## config.mk

```make
export PLATFORM = sky130hd
export DESIGN_NAME = txpp_buffer
export DESIGN_NICKNAME = d
export VERILOG_FILES = /design/src/rtl/txpp_pkg.sv /design/src/rtl/txpp_wr_ctrl.sv /design/src/rtl/txpp_bank_state.sv /design/src/rtl/txpp_rd_ctrl.sv /design/src/rtl/txpp_store.sv /design/src/rtl/txpp_buffer.sv
export SDC_FILE = /design/constraint.sdc
export NUM_CORES = 1
export LEC_CHECK = 0
export BUFFER_PORTS_ARGS = -buffer_cell sky130_fd_sc_hd__buf_2
export CAP_MARGIN = 5
export CORE_MARGIN = 2
export CORE_UTILIZATION = 45
export CTS_BUF_LIST = sky130_fd_sc_hd__clkbuf_16
export DETAILED_ROUTE_END_ITERATION = 10
export PLACE_DENSITY_LB_ADDON = 0.12
export RECOVER_POWER = 100
export SKIP_LAST_GASP = 1
export SLEW_MARGIN = 20
export SYNTH_ARGS = -nofsm -noshare
export SYNTH_HDL_FRONTEND = slang
export SYNTH_SLANG_ARGS = --single-unit
```

## constraint.sdc

```tcl
create_clock -name clk -period 4.7 [get_ports clk]
set_input_delay 0.705 -clock clk [delete_from_list [all_inputs] [get_ports clk]]
set_output_delay 0.705 -clock clk [all_outputs]
set_load 0.02 [all_outputs]
```

## src/rtl/txpp_pkg.sv

```systemverilog
package txpp_pkg;
  // Bank index: with two banks a single bit selects one.
  typedef logic txpp_bank_t;
  localparam int unsigned TXPP_NUM_BANKS = 2;
endpackage

```

## src/rtl/txpp_wr_ctrl.sv

```systemverilog
module txpp_wr_ctrl
  import txpp_pkg::*;
#(
  parameter int unsigned PKT_MAX = 64,
  parameter int unsigned CW      = $clog2(PKT_MAX + 1),
  parameter int unsigned AW      = $clog2(PKT_MAX)
) (
  input  logic          clk,
  input  logic          rst_n,
  input  logic          clr,
  input  logic          wr_fire,
  input  logic          commit_req,
  input  logic          busy,
  output txpp_bank_t    fill_sel,
  output logic          wr_en,
  output logic [AW-1:0] wr_addr,
  output logic          commit_fire,
  output logic [CW-1:0] commit_len,
  output logic          ovf
);
  logic [CW-1:0] wcnt_q;
  txpp_bank_t    fill_q;
  logic          ovf_q;
  logic          at_cap;

  assign at_cap      = (wcnt_q == CW'(PKT_MAX));
  assign wr_en       = wr_fire && !at_cap;
  assign wr_addr     = wcnt_q[AW-1:0];
  assign commit_fire = commit_req && !busy && !clr;
  assign commit_len  = wcnt_q + CW'(wr_en);
  assign fill_sel    = fill_q;
  assign ovf         = ovf_q;

  always_ff @(posedge clk) begin
    if (!rst_n || clr) begin
      wcnt_q <= '0;
      fill_q <= 1'b0;
      ovf_q  <= 1'b0;
    end else if (commit_fire) begin
      wcnt_q <= '0;
      fill_q <= ~fill_q;
      ovf_q  <= 1'b0;
    end else begin
      if (wr_en) wcnt_q <= wcnt_q + CW'(1);
      if (wr_fire && at_cap) ovf_q <= 1'b1;
    end
  end

  p_wcnt_bound_r3: assert property (@(posedge clk) disable iff (!rst_n)
    wcnt_q <= CW'(PKT_MAX));

  p_ovf_cause_r3: assert property (@(posedge clk) disable iff (!rst_n)
    (!ovf_q && !(wr_fire && at_cap)) |=> !ovf_q);
endmodule

```

## src/rtl/txpp_bank_state.sv

```systemverilog
module txpp_bank_state
  import txpp_pkg::*;
#(
  parameter int unsigned PKT_MAX = 64,
  parameter int unsigned CW      = $clog2(PKT_MAX + 1)
) (
  input  logic                               clk,
  input  logic                               rst_n,
  input  logic                               clr,
  input  logic                               commit_fire,
  input  txpp_bank_t                         fill_sel,
  input  logic [CW-1:0]                      commit_len,
  input  logic                               ack_fire,
  input  txpp_bank_t                         send_sel,
  output logic [TXPP_NUM_BANKS-1:0]          committed,
  output logic [TXPP_NUM_BANKS-1:0][CW-1:0]  bank_len,
  output logic                               busy
);
  logic [TXPP_NUM_BANKS-1:0]         com_q;
  logic [TXPP_NUM_BANKS-1:0][CW-1:0] len_q;

  for (genvar b = 0; b < TXPP_NUM_BANKS; b++) begin : g_bank
    always_ff @(posedge clk) begin
      if (!rst_n || clr) begin
        com_q[b] <= 1'b0;
        len_q[b] <= '0;
      end else begin
        if (commit_fire && (fill_sel == txpp_bank_t'(b))) begin
          com_q[b] <= 1'b1;
          len_q[b] <= commit_len;
        end else if (ack_fire && (send_sel == txpp_bank_t'(b))) begin
          com_q[b] <= 1'b0;
        end
      end
    end

    p_len_hold_r4: assert property (@(posedge clk) disable iff (!rst_n)
      (com_q[b] && !clr) |=> $stable(len_q[b]));
  end

  assign committed = com_q;
  assign bank_len  = len_q;
  assign busy      = com_q[fill_sel];

  p_busy_freeze_r5: assert property (@(posedge clk) disable iff (!rst_n)
    (busy && !ack_fire && !clr) |=> $stable(com_q));
endmodule

```

## src/rtl/txpp_rd_ctrl.sv

```systemverilog
module txpp_rd_ctrl
  import txpp_pkg::*;
#(
  parameter int unsigned PKT_MAX = 64,
  parameter int unsigned CW      = $clog2(PKT_MAX + 1),
  parameter int unsigned AW      = $clog2(PKT_MAX)
) (
  input  logic                               clk,
  input  logic                               rst_n,
  input  logic                               clr,
  input  logic [TXPP_NUM_BANKS-1:0]          committed,
  input  logic [TXPP_NUM_BANKS-1:0][CW-1:0]  bank_len,
  input  logic                               rd_ready,
  input  logic                               sent_ack,
  output txpp_bank_t                         send_sel,
  output logic [AW-1:0]                      rd_addr,
  output logic                               ack_fire,
  output logic                               pkt_avail,
  output logic [CW-1:0]                      pkt_len,
  output logic                               rd_valid,
  output logic                               rd_last
);
  txpp_bank_t    send_q;
  logic [CW-1:0] rptr_q;
  logic [CW-1:0] head_len;

  assign head_len  = bank_len[send_q];
  assign pkt_avail = committed[send_q];
  assign pkt_len   = pkt_avail ? head_len : '0;
  assign rd_valid  = pkt_avail && (rptr_q < head_len);
  assign rd_last   = rd_valid && ((rptr_q + CW'(1)) == head_len);
  assign ack_fire  = sent_ack && pkt_avail && !clr;
  assign rd_addr   = rptr_q[AW-1:0];
  assign send_sel  = send_q;

  always_ff @(posedge clk) begin
    if (!rst_n || clr) begin
      send_q <= 1'b0;
      rptr_q <= '0;
    end else if (ack_fire) begin
      send_q <= ~send_q;
      rptr_q <= '0;
    end else if (rd_valid && rd_ready) begin
      rptr_q <= rptr_q + CW'(1);
    end
  end

  p_stall_hold_r10: assert property (@(posedge clk) disable iff (!rst_n)
    (rd_valid && !rd_ready && !sent_ack && !clr) |=> (rd_valid && $stable(rptr_q)));

  p_ack_rewind_r7: assert property (@(posedge clk) disable iff (!rst_n)
    (ack_fire && !clr) |=> (rptr_q == '0));

  p_ack_order_r7: assert property (@(posedge clk) disable iff (!rst_n)
    (ack_fire && !clr) |=> (send_q != $past(send_q)));
endmodule

```

## src/rtl/txpp_store.sv

```systemverilog
module txpp_store
  import txpp_pkg::*;
#(
  parameter int unsigned PKT_MAX = 64,
  parameter int unsigned DW      = 8,
  parameter int unsigned AW      = $clog2(PKT_MAX)
) (
  input  logic          clk,
  input  logic          wr_en,
  input  txpp_bank_t    wr_bank,
  input  logic [AW-1:0] wr_addr,
  input  logic [DW-1:0] wr_data,
  input  txpp_bank_t    rd_bank,
  input  logic [AW-1:0] rd_addr,
  output logic [DW-1:0] rd_data
);
  logic [TXPP_NUM_BANKS-1:0][DW-1:0] bank_out;

  for (genvar b = 0; b < TXPP_NUM_BANKS; b++) begin : g_mem
    logic [DW-1:0] mem [PKT_MAX];
    always_ff @(posedge clk) begin
      if (wr_en && (wr_bank == txpp_bank_t'(b))) mem[wr_addr] <= wr_data;
    end
    assign bank_out[b] = mem[rd_addr];
  end

  assign rd_data = bank_out[rd_bank];
endmodule

```

## src/rtl/txpp_buffer.sv

```systemverilog
module txpp_buffer
  import txpp_pkg::*;
#(
  parameter int unsigned PKT_MAX = 64,
  parameter int unsigned DW      = 8,
  localparam int unsigned CW     = $clog2(PKT_MAX + 1),
  localparam int unsigned AW     = $clog2(PKT_MAX)
) (
  input  logic          clk,
  input  logic          rst_n,
  input  logic          clr,
  input  logic          wr_valid,
  output logic          wr_ready,
  input  logic [DW-1:0] wr_data,
  input  logic          pkt_commit,
  output logic          busy,
  output logic          ovf,
  output logic          dma_req,
  output logic          empty,
  output logic          pkt_avail,
  output logic [CW-1:0] pkt_len,
  output logic          rd_valid,
  input  logic          rd_ready,
  output logic [DW-1:0] rd_data,
  output logic          rd_last,
  input  logic          sent_ack
);
  txpp_bank_t                        fill_sel, send_sel;
  logic                              wr_fire, wr_en, commit_fire, ack_fire;
  logic [AW-1:0]                     wr_addr, rd_addr;
  logic [CW-1:0]                     commit_len;
  logic [TXPP_NUM_BANKS-1:0]         committed;
  logic [TXPP_NUM_BANKS-1:0][CW-1:0] bank_len;

  assign wr_ready = !busy;
  assign dma_req  = !busy;
  assign wr_fire  = wr_valid && wr_ready;
  assign empty    = (committed == '0);

  txpp_wr_ctrl #(.PKT_MAX(PKT_MAX), .CW(CW), .AW(AW)) u_wr (
    .clk(clk), .rst_n(rst_n), .clr(clr), .wr_fire(wr_fire),
    .commit_req(pkt_commit), .busy(busy), .fill_sel(fill_sel),
    .wr_en(wr_en), .wr_addr(wr_addr), .commit_fire(commit_fire),
    .commit_len(commit_len), .ovf(ovf)
  );

  txpp_bank_state #(.PKT_MAX(PKT_MAX), .CW(CW)) u_state (
    .clk(clk), .rst_n(rst_n), .clr(clr), .commit_fire(commit_fire),
    .fill_sel(fill_sel), .commit_len(commit_len), .ack_fire(ack_fire),
    .send_sel(send_sel), .committed(committed), .bank_len(bank_len),
    .busy(busy)
  );

  txpp_rd_ctrl #(.PKT_MAX(PKT_MAX), .CW(CW), .AW(AW)) u_rd (
    .clk(clk), .rst_n(rst_n), .clr(clr), .committed(committed),
    .bank_len(bank_len), .rd_ready(rd_ready), .sent_ack(sent_ack),
    .send_sel(send_sel), .rd_addr(rd_addr), .ack_fire(ack_fire),
    .pkt_avail(pkt_avail), .pkt_len(pkt_len), .rd_valid(rd_valid),
    .rd_last(rd_last)
  );

  txpp_store #(.PKT_MAX(PKT_MAX), .DW(DW), .AW(AW)) u_store (
    .clk(clk), .wr_en(wr_en), .wr_bank(fill_sel), .wr_addr(wr_addr),
    .wr_data(wr_data), .rd_bank(send_sel), .rd_addr(rd_addr),
    .rd_data(rd_data)
  );

  p_full_blocks_write_r5: assert property (@(posedge clk) disable iff (!rst_n)
    (busy && !sent_ack && !clr) |=> (busy && !wr_ready));
endmodule

```

* Yosys cells after proc, flatten, opt, wreduce, memory -nomap -nowiden
Memories as Yosys holds them, arrays and structs flattened. A register that Yosys moved wholly into a read port is not among the register bits.
Index checks and enable logic that the tools add are counted.
Widths: inputs -> output; s select.
** Cells by class
- Add/subtract/negate cells :: 3
- $lt $le $gt $ge :: 3
- Equality and inequality tests :: 2
- Muxes and demuxes :: 21
- Bitwise logic cells :: 2
- Reductions and logical operators :: 26
** Operators with widths (count)
- $mux 6 :: 4
- $mux 7 :: 3
- $logic_and 1x1->1 :: 16
- $mux 8 :: 2
- $add 7x1->7 const B :: 2
- $mux 1 :: 12
- $add 7x1->7 :: 1
- $eq 7x7->1 :: 1
- $eq 7x7->1 const B :: 1
- $lt 7x7->1 :: 1
- $logic_not 1->1 :: 4
- $lt 1x2->1 const B :: 2
- $reduce_bool 2->1 :: 2
- $reduce_or 2->1 :: 2
- $logic_not 2->1 :: 1
- $not 1->1 :: 2
- $logic_or 1x1->1 :: 1
** Word-level totals
- Bits in registers :: 33
- Bits in writable memories :: 1024
- Bits of input ports :: 15
- Output and inout bits :: 23
- Logic and storage cells :: 68
- Memories kept :: 2
** Memory list
- u_store.g_mem[0].mem :: words 64, bits a word 8, read ports 1, clocked after memory_dff 1, write ports 1, line txpp_store.sv:20 : logic [DW-1:0] mem [PKT_MAX];
- u_store.g_mem[1].mem :: words 64, bits a word 8, read ports 1, clocked after memory_dff 1, write ports 1, line txpp_store.sv:20

* Depth between registers and ports, before layout
- Depth in word-level cells :: 8
- Depth in mapped cells :: 13
- Gate-level depth less buffers :: 11

* By module
A second synthesis with hierarchy kept.
** Second synthesis, totals
- Cell total of the unflattened synthesis :: 1875
- Area total of the unflattened synthesis :: 41649.9 um^2
** By module, submodules not included
- txpp_store :: instances 1, cells each 1634, area an instance 39542.9 um^2, sequential area each 30749.5 um^2
- txpp_rd_ctrl :: instances 1, cells each 101, area an instance 860.8 um^2, sequential area each 160.2 um^2
- txpp_bank_state :: instances 1, cells each 66, area an instance 613.1 um^2, sequential area each 320.3 um^2
- txpp_wr_ctrl :: instances 1, cells each 70, area an instance 611.8 um^2, sequential area each 180.2 um^2
- txpp_buffer :: instances 1, cells each 4, area an instance 21.3 um^2, sequential area each 0.0 um^2

* Least setup slack after synthesis
OpenSTA, ideal clock, no wires.
- Path type :: reg2out
- Start :: register u_rd.send_q, in the netlist u_rd.send_sel
- End :: output port rd_last
- Arrival time :: 2.990 ns
- Required time :: 3.995 ns
- Path slack :: 1.005 ns
- Stages on the path, launching flop included :: 10
- Path buffers :: 1
- Path through :: dfxtp_1 clkbuf_1 mux2i_1 ha_1 nor2b_1 o21a_1 o21ai_0 a21oi_1 nor2b_1 nor4bb_1
** On the way
- Longest elaborated chain between the ends :: 5
- Elaborated cells on any way between the ends :: 8
- Those cells by class :: order compare (1); eq/ne (1); mux (4); reduce/logical (2)
** Ends and longest elaborated chain
- start: declaration :: line txpp_rd_ctrl.sv:23 : txpp_bank_t send_q;
- start signal: assignment :: line txpp_rd_ctrl.sv:41 : send_q <= ~send_q;
- $mux 7 (not written as such) (2 in a row) :: line txpp_rd_ctrl.sv:27 : assign head_len = bank_len[send_q];
- $lt 7x7->1 :: line txpp_rd_ctrl.sv:30 : assign rd_valid = pkt_avail && (rptr_q < head_len);
- $logic_and 1x1->1 * :: line txpp_rd_ctrl.sv:30
- named net rd_valid :: line txpp_buffer.sv:22 : output logic rd_valid,
- $logic_and 1x1->1 * :: line txpp_rd_ctrl.sv:31 : assign rd_last = rd_valid && ((rptr_q + CW'(1)) == head_len);
- end: declaration :: line txpp_buffer.sv:25 : output logic rd_last,
Mark *: on every way through the listed nets, which the timed path passes. The rest lies on a longest branch. The select of a mux whose other input is x is not followed.

==> summary.txt <==
Overall Power - 18820 µW
DR WL/cell - 30.13 µm
Peak supply drop - 322.8 µV
CP max FO - 12
total negative slack - 0 ns
Post-synth EDFFs - 1024
Slew headroom - -1.704
Pins Over Slew Limit - 774
1st-iter DRT viols - 2126
ys flop type - edfxtp_1
failing checks - capacitance limit, slew limit
max cap viols - 12
Unique masters post-synth - 39
top cells by area, synth - edfxtp_1 (74%), mux4_2 (18%), dfxtp_1 (1.9%)
synthesis-stage register bit count - 1063
Die Wd - 307.8 µm
clk buf depth - 3
final core utilization - 0.5120
Post-synth top cells - edfxtp_1 (1024), mux4_2 (336), nor2_1 (178)
final HPWL from detailed placement - 61260 µm
Final Hold Viols - 0
register area share after synthesis - 0.7591
fmax - 218.0 MHz
vias - 19490
share of the synthesized area in the top cell type - 0.7403
gr usage total - 0.2108
Layout Skew - 0.01707 ns
Die ar. - 0.09475 mm²
total wire length - 98470 µm
Vias/cell - 5.965
LEAKAGE - 0.01396 µW
Post-Syn Area per Cell - 22.25 µm²
yosys warns - 0
r2r setup slk - 1.29 ns
Diodes inserted - 0
antenna violations before repair - 8
area leader, netlist - edfxtp_1
GR Overflow Total - 0
Final setup viols - 0
syn nets - 1894
iteration count of the initial detailed-routing pass - 5
CTS clk-pin slew, worst paths - 0.06 ns
hold slack - 0.3834 ns
CP Data Required Time - 3.99 ns
Total Nets Final - 2022
Final min period - 4.587 ns
Ports - 38
Worst-Skew Late Latency - 0.69 ns
layout cells sized above 1 - 0.2786
Worst Hold Class - input port to register
Power Dens Cells - 401.6 mW/mm²
clock sinks - 1063
GPL Wtd Cong - 0.7672
CTS tree - done
Syn Inst Count - 1867
RSZ-0062 raised after global routing - false
Post-CTS Setup Inserts - 5
critical path arrival - 3.88 ns
core area - 0.09152 mm²
critical path class - register to output pin
Chip Height - 307.8 µm
P&R area growth vs syn - 12.83%
fin crit share - 0.9760
CTS Root Buffer Type - clkbuf_16
Routed Antenna Nets - 0
Starting Density - 0.4538
largest net degree at the start of global routing - 96
H-tree Lvls - 3
PortBufs - 37
# DRC - 0
total CTS buffers - 109
Worst-Margin Slew - 4.056 ns
Cell Area, Synth - 0.04153 mm²
status - finished, violations left
FP Rows - 111
hold-fix buffers at CTS - 0
vias in the first global route - 19610
ys async rst share - 0
post-CTS sizing - 0
CP Capture Type - output pin
most frequent cell after synthesis - edfxtp_1
Startpoint Class - register
first-pass GRT wire length - 140800 µm
==> layer usage <==
layer / routed length, µm / global-route usage / vias to the layer above / part of all wire
li1: - / - / 8066 / -
met3: 7473 / 0.04219 / 134 / 0.076
met4: 1948 / 0.05003 / 0 / 0.020
met2: 45880 / 0.3247 / 742 / 0.47
met1: 43160 / 0.3127 / 10550 / 0.44
met5: 0 / 0 / - / 0
==> cell usage in the layout (no fill, tap or decap), drive strengths merged, types with 6 or more instances in the layout <==
cell type and instances:
mux2 9, nor2 178, a21oi 8, nand2b 6
bufinv 6, inv 41, nand3 11, o21ai 7
a211oi 12, mux2i 13, xor2 9, ha 12
clkbuf 169, nand2 16, buf 66, mux4 336
or3 15, dfxtp 39, clkinv 51, edfxtp 1024
nor3 10, xnor2 15
==> report_power, final <==
| group | leakage, µW | switching (µW) | internal [µW] |
|---|---|---|---|
| Clock | 0.00175 | 3590 | 4540 |
| Combinational | 0.00269 | 229 | 56.3 |
| Sequential | 0.00952 | 5.63 | 10400 |
| Total | 0.0140 | 3820 | 15000 |
==> cells by family after synthesis <==
family / count (synthesis) / share of synthesized area
flops: 1063 / 0.7591
fa+ha+maj: 12 / 0.003615
mux: 358 / 0.1878
simple gates: 254 / 0.02642
compound gates: 35 / 0.005453
xor+xnor: 24 / 0.005061
buf+inv: 121 / 0.01256
==> worst paths after layout <==
check,from,to,cells past startpoint
min reg2reg,u_state.bank_len[7],u_state.bank_len[7],2
max reg2reg,u_wr.wcnt_q[1],u_store.g_mem[0].mem[62][4],8
max,register,rd_data[2],8
min,wr_valid,u_wr.ovf,3
==> worst max-delay path, stage by stage, from the launching register on <==
cell and delay [ns]:
dfxtp_4 0.39, buf_4 0.14, buf_16 0.17, buf_4 0.18, mux4_2 0.53, mux4_2 0.58
mux4_2 0.54, mux2_1 0.44, buf_2 0.21
==> area by class of cell <==
cell class                      count  area, µm²
Inverter                           12      45.04
Timing Repair Buffer              126      949.7
Sequential cell                  1063      31550
Tap cell                         1186       1484
Clock inverter                     89      626.9
Clock buffer                      109       2728
Multi-Input combinational cell    683       9483
Fill cell                        7144      44660
==> state kept, by name, summed over array words and instances (netlist names), named ones only <==
| name | flops |
|---|---|
| u_store.g_mem.mem | 1024 |
| u_state.bank_len | 14 |
| u_rd.rptr_q | 7 |
| u_wr.wcnt_q | 7 |
| u_state.committed | 2 |
| u_rd.send_sel | 1 |
| u_wr.fill_sel | 1 |
| u_wr.ovf | 1 |
==> per-stage QoR <==
step | cells | cell area (µm²) | setup slack [ns]
2_1_floorplan | 1867 | 41530 | 1.005
5_1_grt | 3268 | 46860 | 0.07009
4_1_cts | 3268 | 47050 | 0.1210
6_report | 3268 | 46860 | 0.1128
3_3_place_gp | 3065 | 43610 | 0.5327
3_5_place_dp | 3065 | 43610 | 0.5376
(Power assumes the default switching activity.)
